`config.mk`:
```
export PLATFORM = sky130hd
export DESIGN_NAME = i2c_scl_timer
export DESIGN_NICKNAME = d
export VERILOG_FILES = /design/src/rtl/sclt_pkg.sv /design/src/rtl/sclt_ratio.sv /design/src/rtl/sclt_phase.sv /design/src/rtl/sclt_tick.sv /design/src/rtl/sclt_filter.sv /design/src/rtl/i2c_scl_timer.sv
export SDC_FILE = /design/constraint.sdc
export NUM_CORES = 1
export LEC_CHECK = 0
export ABC_AREA = 1
export BUFFER_PORTS_ARGS = -buffer_cell sky130_fd_sc_hd__buf_2
export CORE_ASPECT_RATIO = 0.5
export CORE_UTILIZATION = 65
export CTS_CLUSTER_DIAMETER = 40
export DETAILED_ROUTE_END_ITERATION = 10
export PLACE_DENSITY = 0.85
export SYNTH_ARGS = -nofsm -noshare
export SYNTH_HDL_FRONTEND = slang
export SYNTH_SLANG_ARGS = --single-unit
export TNS_END_PERCENT = 10
```
`constraint.sdc`:
```
create_clock -name clk -period 3.28 [get_ports clk]
set_clock_uncertainty 0.05 [all_clocks]
set_input_delay 0.492 -clock clk [delete_from_list [all_inputs] [get_ports clk]]
set_output_delay 0.492 -clock clk [all_outputs]
set_load 0.01 [all_outputs]
```
`src/rtl/sclt_pkg.sv`:
```
package sclt_pkg;
   localparam int CODE_W  = 8;
   localparam int RATE_W  = 8;
   localparam int DIV_W   = 16;
   localparam int PRE_LOG = 4;

   function automatic logic [4:0] mult_of_sel(input logic [2:0] sel);
      logic [4:0] m;
      case (sel)
         3'd0: m = 5'd18;
         3'd1: m = 5'd20;
         3'd2: m = 5'd24;
         3'd3: m = 5'd30;
         3'd4: m = 5'd10;
         3'd5: m = 5'd12;
         3'd6: m = 5'd14;
         default: m = 5'd16;
      endcase
      return m;
   endfunction
endpackage

```
`src/rtl/sclt_ratio.sv`:
```
module sclt_ratio
   import sclt_pkg::*;
#(
   parameter int DW = DIV_W,
   parameter int RW = RATE_W
) (
   input  logic [CODE_W-1:0] code_i,
   input  logic [RW-1:0]     rate_i,
   output logic [RW-1:0]     rate_eff_o,
   output logic [DW-1:0]     half_o
);
   localparam int PW = RW + 2;

   initial begin
      if (DW < 16) $error("sclt_ratio: DW must be at least 16");
   end

   logic [2:0]    exp_w;
   logic [2:0]    sel_w;
   logic [4:0]    mult_w;
   logic [PW-1:0] tri_rate;
   logic [PW-1:0] corr_w;
   logic [DW-1:0] base_w;
   logic [DW-1:0] ratio_w;

   always_comb begin
      exp_w      = code_i[4:2];
      sel_w      = {code_i[5], code_i[1:0]};
      mult_w     = mult_of_sel(sel_w);
      rate_eff_o = (rate_i == '0) ? RW'(1) : rate_i;
      tri_rate   = PW'(rate_eff_o) * PW'(3);
      corr_w     = tri_rate >> (PRE_LOG + int'(exp_w));
      base_w     = DW'(mult_w) + (DW'(corr_w) << 1);
      ratio_w    = base_w << (PRE_LOG + int'(exp_w));
      half_o     = ratio_w >> 1;
   end
endmodule

```
`src/rtl/sclt_phase.sv`:
```
module sclt_phase #(
   parameter int DW = 16
) (
   input  logic          clk,
   input  logic          rst_n,
   input  logic          run_i,
   input  logic [DW-1:0] half_i,
   output logic          stb_o,
   output logic          phase_o
);
   logic [DW-1:0] cnt_q;
   logic          wrap_w;

   assign wrap_w = (cnt_q >= half_i - DW'(1));

   always_ff @(posedge clk or negedge rst_n) begin
      if (!rst_n) begin
         cnt_q   <= '0;
         stb_o   <= 1'b0;
         phase_o <= 1'b1;
      end else if (!run_i) begin
         cnt_q   <= '0;
         stb_o   <= 1'b0;
         phase_o <= 1'b1;
      end else if (wrap_w) begin
         cnt_q   <= '0;
         stb_o   <= 1'b1;
         phase_o <= ~phase_o;
      end else begin
         cnt_q   <= cnt_q + DW'(1);
         stb_o   <= 1'b0;
      end
   end
endmodule

```
`src/rtl/sclt_tick.sv`:
```
module sclt_tick #(
   parameter int RW = 8
) (
   input  logic          clk,
   input  logic          rst_n,
   input  logic          run_i,
   input  logic [RW-1:0] rate_i,
   output logic          tick_o
);
   logic [RW-1:0] cnt_q;

   always_ff @(posedge clk or negedge rst_n) begin
      if (!rst_n) begin
         cnt_q  <= '0;
         tick_o <= 1'b0;
      end else if (!run_i) begin
         cnt_q  <= '0;
         tick_o <= 1'b0;
      end else if (cnt_q >= rate_i - RW'(1)) begin
         cnt_q  <= '0;
         tick_o <= 1'b1;
      end else begin
         cnt_q  <= cnt_q + RW'(1);
         tick_o <= 1'b0;
      end
   end
endmodule

```
`src/rtl/sclt_filter.sv`:
```
module sclt_filter #(
   parameter int SYNC_STAGES = 2,
   parameter int TAPS        = 3
) (
   input  logic clk,
   input  logic rst_n,
   input  logic tick_i,
   input  logic line_i,
   output logic line_o
);
   initial begin
      if (SYNC_STAGES < 1) $error("sclt_filter: SYNC_STAGES must be at least 1");
      if (TAPS < 2) $error("sclt_filter: TAPS must be at least 2");
   end

   logic [SYNC_STAGES-1:0] sync_q;
   logic [TAPS-1:0]        tap_q;
   logic [TAPS-1:0]        tap_n;

   generate
      if (SYNC_STAGES == 1) begin : g_sync1
         always_ff @(posedge clk or negedge rst_n) begin
            if (!rst_n) sync_q <= '1;
            else        sync_q <= line_i;
         end
      end else begin : g_syncn
         always_ff @(posedge clk or negedge rst_n) begin
            if (!rst_n) sync_q <= '1;
            else        sync_q <= {sync_q[SYNC_STAGES-2:0], line_i};
         end
      end
   endgenerate

   assign tap_n = {tap_q[TAPS-2:0], sync_q[SYNC_STAGES-1]};

   always_ff @(posedge clk or negedge rst_n) begin
      if (!rst_n) begin
         tap_q  <= '1;
         line_o <= 1'b1;
      end else if (tick_i) begin
         tap_q <= tap_n;
         if (&tap_n)       line_o <= 1'b1;
         else if (~|tap_n) line_o <= 1'b0;
      end
   end
endmodule

```
`src/rtl/i2c_scl_timer.sv`:
```
module i2c_scl_timer
   import sclt_pkg::*;
#(
   parameter int SYNC_STAGES = 2,
   parameter int FILT_TAPS   = 3,
   parameter int NUM_LINES   = 2
) (
   input  logic              clk,
   input  logic              rst_n,
   input  logic              run_i,
   input  logic [CODE_W-1:0] fdr_i,
   input  logic [RATE_W-1:0] dfsr_i,
   input  logic              scl_i,
   input  logic              sda_i,
   output logic              phase_stb_o,
   output logic              scl_phase_o,
   output logic              sample_en_o,
   output logic              scl_filt_o,
   output logic              sda_filt_o
);
   initial begin
      if (NUM_LINES != 2) $error("i2c_scl_timer: NUM_LINES must be 2");
   end

   logic [DIV_W-1:0]     half_w;
   logic [RATE_W-1:0]    rate_eff_w;
   logic [NUM_LINES-1:0] raw_w;
   logic [NUM_LINES-1:0] filt_w;

   sclt_ratio #(.DW(DIV_W), .RW(RATE_W)) u_ratio (
      .code_i(fdr_i), .rate_i(dfsr_i),
      .rate_eff_o(rate_eff_w), .half_o(half_w)
   );

   sclt_phase #(.DW(DIV_W)) u_phase (
      .clk(clk), .rst_n(rst_n), .run_i(run_i), .half_i(half_w),
      .stb_o(phase_stb_o), .phase_o(scl_phase_o)
   );

   sclt_tick #(.RW(RATE_W)) u_tick (
      .clk(clk), .rst_n(rst_n), .run_i(run_i), .rate_i(rate_eff_w),
      .tick_o(sample_en_o)
   );

   assign raw_w = {sda_i, scl_i};

   for (genvar g = 0; g < NUM_LINES; g++) begin : g_line
      sclt_filter #(.SYNC_STAGES(SYNC_STAGES), .TAPS(FILT_TAPS)) u_filt (
         .clk(clk), .rst_n(rst_n), .tick_i(sample_en_o),
         .line_i(raw_w[g]), .line_o(filt_w[g])
      );
   end

   assign scl_filt_o = filt_w[0];
   assign sda_filt_o = filt_w[1];
endmodule

```
==> metrics.md, run 1 <==
| Metric | Value |
|---|---|
| Asr flop ratio synth | 100% |
| Syn Inst Count | 514 |
| Exit stage | global routing |
| Pin count of the biggest net entering global routing | 38 |
| Die X | 109 um |
| PortBufs | 23 |
| Post-synth EDFFs | 0 |
| Average size of a mapped cell | 7.20 sq um |
| Dpl cells | 668 |
| HPWL Detailed | 7.26 mm |
| Synthesized area | 0.00370 sq mm |
| # clock sinks | 37 |
| Error msg | [ERROR DPL-0038] Utilization greater than 100%, impossible to legalize |
| GRT repair_timing worst endpoint | u_phase.cnt_q[7]$_DFF_PN0_/D |
| CTS Buf Count | 5 |
| Root buf cell | clkbuf_16 |
| Die height | 55.4 um |
| Cts hold-fix bufs | 0 |
| Outcome | did not finish |
| WEP type | sequential cell input |
| Distinct cells, synth | 46 |
| Area after DPL | 0.00455 sq mm |
| Sequential area share after synthesis | 25.4% |
| Synth Flop Type | dfrtp_1 |
| Gpl congestion | 0.903 |
| Synthesized flop and latch total | 37 |
| Initial Util | 71.2% |
| I/O Pins | 26 |
| H-Tree Level Count | 2 |
| Longest Clk Path Bufs | 2 |
| Rows | 18 |
| Yosys warning count | 0 |
==> synth_stat cells (3+ instances only) <==
cell | number | share of area [%]
a21oi_1 | 16 | 2.2
a21oi_4 | 3 | 1.3
a31oi_1 | 3 | 0.51
dfrtp_1 | 26 | 18
dfstp_2 | 11 | 7.8
ha_1 | 44 | 15
inv_1 | 91 | 9.2
nand2_1 | 103 | 10
nand2_2 | 15 | 2.5
nand3_1 | 24 | 3.2
nand3_2 | 7 | 1.9
nand4_1 | 11 | 1.9
nor2_1 | 55 | 5.6
nor2_2 | 7 | 1.2
nor3_1 | 7 | 0.95
nor3_2 | 4 | 1.1
nor3b_1 | 3 | 0.61
o21a_1 | 3 | 0.61
o21ai_0 | 28 | 3.8
xnor2_1 | 7 | 1.7
xor2_1 | 15 | 3.5
==> through the flow <==
stage | setup TNS, ps | hold WS [ps] | setup WS, ps
floorplan | -34980 | 146 | -2000
global placement | -40520 | 296 | -2330
detailed placement | -46430 | 301 | -2680
CTS | -36570 | 258 | -2090
==> cell families after synthesis <==
kind of cell	share of synthesized area, %
AOI/OAI and AO/OA	9.67
xor gates and xnor gates	5.20
adders and majority gates	15.4
buffers and inverters	10.8
DFF	25.4
muxes	0.270
other	0.101
and+or+nand+nor	33.1
==> repair_timing <==
action,4_1_cts
setup buffers,11
endpoints found under the setup margin,18
pin swaps,35
resized for setup,37
cloned,2
==> run 2: changes to the inputs <==
- CORE_ASPECT_RATIO: 0.5 -> unset
- CORE_UTILIZATION: 65 -> 40
- CTS_CLUSTER_DIAMETER: 40 -> unset
- PLACE_DENSITY: 0.85 -> unset
- PLACE_DENSITY_LB_ADDON: unset -> 0.15
==> run 2 against run 1 <==
  * The flow now finishes, with violations (setup timing)
  * Area after synthesis is the same
  * Synthesized cell count did not move
==> metrics.md, run 2 <==
| Metric | Value |
|---|---|
| CP max stage delay | 530 ps |
| First-pass GRT wire length | 14.5 mm |
| Final Cell Area | 0.00502 sq mm |
| Synth area leaders | dfrtp_1 (18%), ha_1 (15%), nand2_1 (10%) |
| Crit-path most repeated cell | nand2_1 |
| Adder-Cell Fraction of Synth Area | 15.4% (unchanged) |
| I/O Pins | 26 (unchanged) |
| Fillers | 841 |
| Max Fclk | 187 MHz |
| CTS tree | built |
| Worst Tran Pin Value | 784 ps |
| H-Tree Level Count | 2 (unchanged) |
| Slew Viols, Final | 0 |
| Slew headroom | 47.7% |
| Clock Power Share | 23.8% |
| Max VDD drop | 0.224 mV |
| Combinational share of power | 44.3% |
| Sw Ratio | 34.7% |
| Initial Util | 41.8% (-29 points) |
| Final hold violations | 0 |
| Vias in the first global route | 3,504 |
| Crit path DAT | 5480 ps |
| Synthesized area | 0.00370 sq mm (unchanged) |
| Largest delay share family, worst path | simple AND/OR/NAND/NOR gates |
| # clock sinks | 37 (unchanged) |
| Clk_lat worst skew | 280 ps |
| All-layer global routing usage | 17.9% |
| Asr flop ratio synth | 100% (unchanged) |
| Area Overhead vs Synth | 35.7% |
| DR DRC count | 0 |
| CP max FO | 6 |
| Sequential share of power | 31.9% |
| Most flop-heavy register | u_phase.cnt_q |
| Post-route worst setup slack | -2060 ps |
| Sequential area share after synthesis | 25.4% (unchanged) |
| Starting DRT DRC Count | 69 |
| Int Pwr | 1060 uW |
| Initial antenna violation count | 0 |
| CP Class | primary input to flop |
| WL/cell | 10.9 um |
| Cts hold-fix bufs | 0 (unchanged) |
| Critical path depth | 38 |
| RSZ-0062 raised after global routing | yes |
| HPWL Detailed | 6.43 mm (-11%) |
| Root buf cell | clkbuf_8 |
| Post-synthesis mux area share | 0.270% (unchanged) |
| Ratio of cells with drive above 1 in the final layout | 37.6% |
| Worst hold path type | primary input to asynchronous set/reset pin |
| Die height | 98.2 um (+77%) |
| Simple-gate area share of the yosys netlist | 33.1% (unchanged) |
| Routed WL | 7.87 mm |
| Synth Flop Type | dfrtp_1 |
| Diodes inserted | 0 |
| Top-count cell post-synth | nand2_1 |
| P_leak | 0.00249 uW |
| PortBufs | 23 (unchanged) |
| Area after DPL | 0.00457 sq mm (+0.55%) |
| Fin crit period | 5340 ps |
| Synthesized flop and latch total | 37 (unchanged) |
| Yosys warning count | 0 (unchanged) |
| Commonest non-fill, non-tap cells in the layout | nand2_1 (91), inv_1 (76), buf_4 (72) |
| Die Footprint | 0.00964 sq mm |
| Drt via density | 4.74 |
| Layout Nets | 679 |
| Total grt overflow | 0 |
| Buf+Inv Stages, Crit Path | 10 |
| Violated checks | setup timing |
| Gpl congestion | 0.825 (-8.7%) |
| Pre-CTS setup slack | -2660 ps (+18.5 ps) |
| Most common cell after layout, fill and taps aside | nand2_1 |
| Xor/xnor share of the synthesized area | 5.20% (unchanged) |
| CP Launch Type | primary input |
| Slowest cell on crit path | fa_2 |
| Final setup viols | 18 |
| Rows | 34 (+16) |
| Final TNS setup | -35,540 ps |
| Distinct cells, synth | 46 (unchanged) |
| CTS Buf Count | 5 (unchanged) |
| P_sw | 564 uW |
| Core area | 0.00885 sq mm |
| Syn Inst Count | 514 (unchanged) |
| Req. time, crit path | 3420 ps |
| CTS clk-pin slew, worst paths | 70 ps |
| Via Count | 3,425 |
| Max-cap violation count | 0 |
| Pwr per Cell Area | 324 mW/mm^2 |
| Commonest cells in the netlist | nand2_1 (103), inv_1 (91), nor2_1 (55) |
| Worst Reg-to-Reg Cells | 15 |
| Average size of a mapped cell | 7.20 sq um (unchanged) |
| Longest Clk Path Bufs | 2 (unchanged) |
| Post-synth EDFFs | 0 (unchanged) |
| Iteration count of the initial detailed-routing pass | 6 |
| Outcome | complete, but fails checks |
| Compound-Gate Fraction of Synth Area | 9.67% (unchanged) |
| Post-route ant nets | 0 |
| Final Cycle Share | 163% |
| CP Launch Point | dfsr_i[2] |
| Reg2reg start | u_phase.cnt_q[0] |
| Yosys top cell area share | 17.6% (unchanged) |
| Area leader, netlist | dfrtp_1 |
| Largest register FFs | 16 |
| Pin count of the biggest net entering global routing | 38 |
| CP endpoint kind | flop |
| Die X | 98.2 um (-9.7%) |
| Total power | 1630 uW |
| Main combinational cell family by area after synthesis | simple AND/OR/NAND/NOR gates |
| Biggest regs | u_phase.cnt_q: 16 flops, u_tick.cnt_q: 8 flops |
==> run 2: cell counts after synthesis <==
No cell type changed its count.
==> run 2: layout make-up <==
| cell class | instances | area (sq um) | share of cell area (%) |
|---|---|---|---|
| inverter | 93 | 382 | 7.59 |
| multi-input combinational | 380 | 2760 | 54.8 |
| tap | 108 | 135 | 2.69 |
| sequential | 37 | 940 | 18.7 |
| timing repair buffer | 96 | 702 | 14.0 |
| clock inverter | 2 | 38.8 | 0.772 |
| clock buffer | 6 | 72.6 | 1.44 |
==> run 2: worst paths after layout <==
check	slack (ps)	end
min in group clk	250	g_line[0].u_filt.sync_q[0]
max in group asynchronous	2440	u_phase.cnt_q[3]
max	-2060	u_phase.cnt_q[2]
min	240	u_tick.tick_o
max reg2reg	910	u_phase.cnt_q[2]
min reg2reg	310	g_line[1].u_filt.sync_q[1]
==> run 2: timing repair <==
| action | 4_1_cts | 5_1_grt |
|---|---|---|
| resized for setup | 45 | 18 |
| setup buffers | 6 | 3 |
| pin swaps | 42 | 23 |
| setup endpoints to repair | 18 | 18 |
| gates cloned | 2 | 0 |
==> run 2: power by group through the flow <==
stage	Sequential, uW	Clock, uW	Combinational (uW)
5_1_grt	522	416	814
2_1_floorplan	526	0	424
3_3_place_gp	526	0	618
6_report	520	387	721
3_5_place_dp	527	0	633
4_1_cts	519	398	690
==> run 2: metrics by stage <==
stage | cells | utilization (%) | hold slack [ps]
after global placement | 703 | 51.7 | 298
after floorplan | 515 | - | 146
after detailed placement | 703 | 51.7 | 298
final | 722 | 56.8 | 236
after CTS | 719 | 55.5 | 241
after global routing | 722 | 56.8 | 236
==> run 2: per-layer routing <==
layer | up-vias | track usage [%] | wire [um]
li1 | 1832 | - | -
met1 | 1552 | 21.8 | 3700
met2 | 33 | 34.0 | 3970
met3 | 8 | 1.65 | 107
met4 | 0 | 4.13 | 97
met5 | - | 0 | 0
==> run 2: logic make-up (layout without fill, tap and decap cells) <==
family,after synthesis,after routing
DFF,37,37
muxes,1,1
buffers and inverters,100,197
xor gates and xnor gates,22,22
adders and majority gates,45,45
other,1,2
and+or+nand+nor,249,251
AOI/OAI and AO/OA,59,59
(Power assumes the default switching activity.)
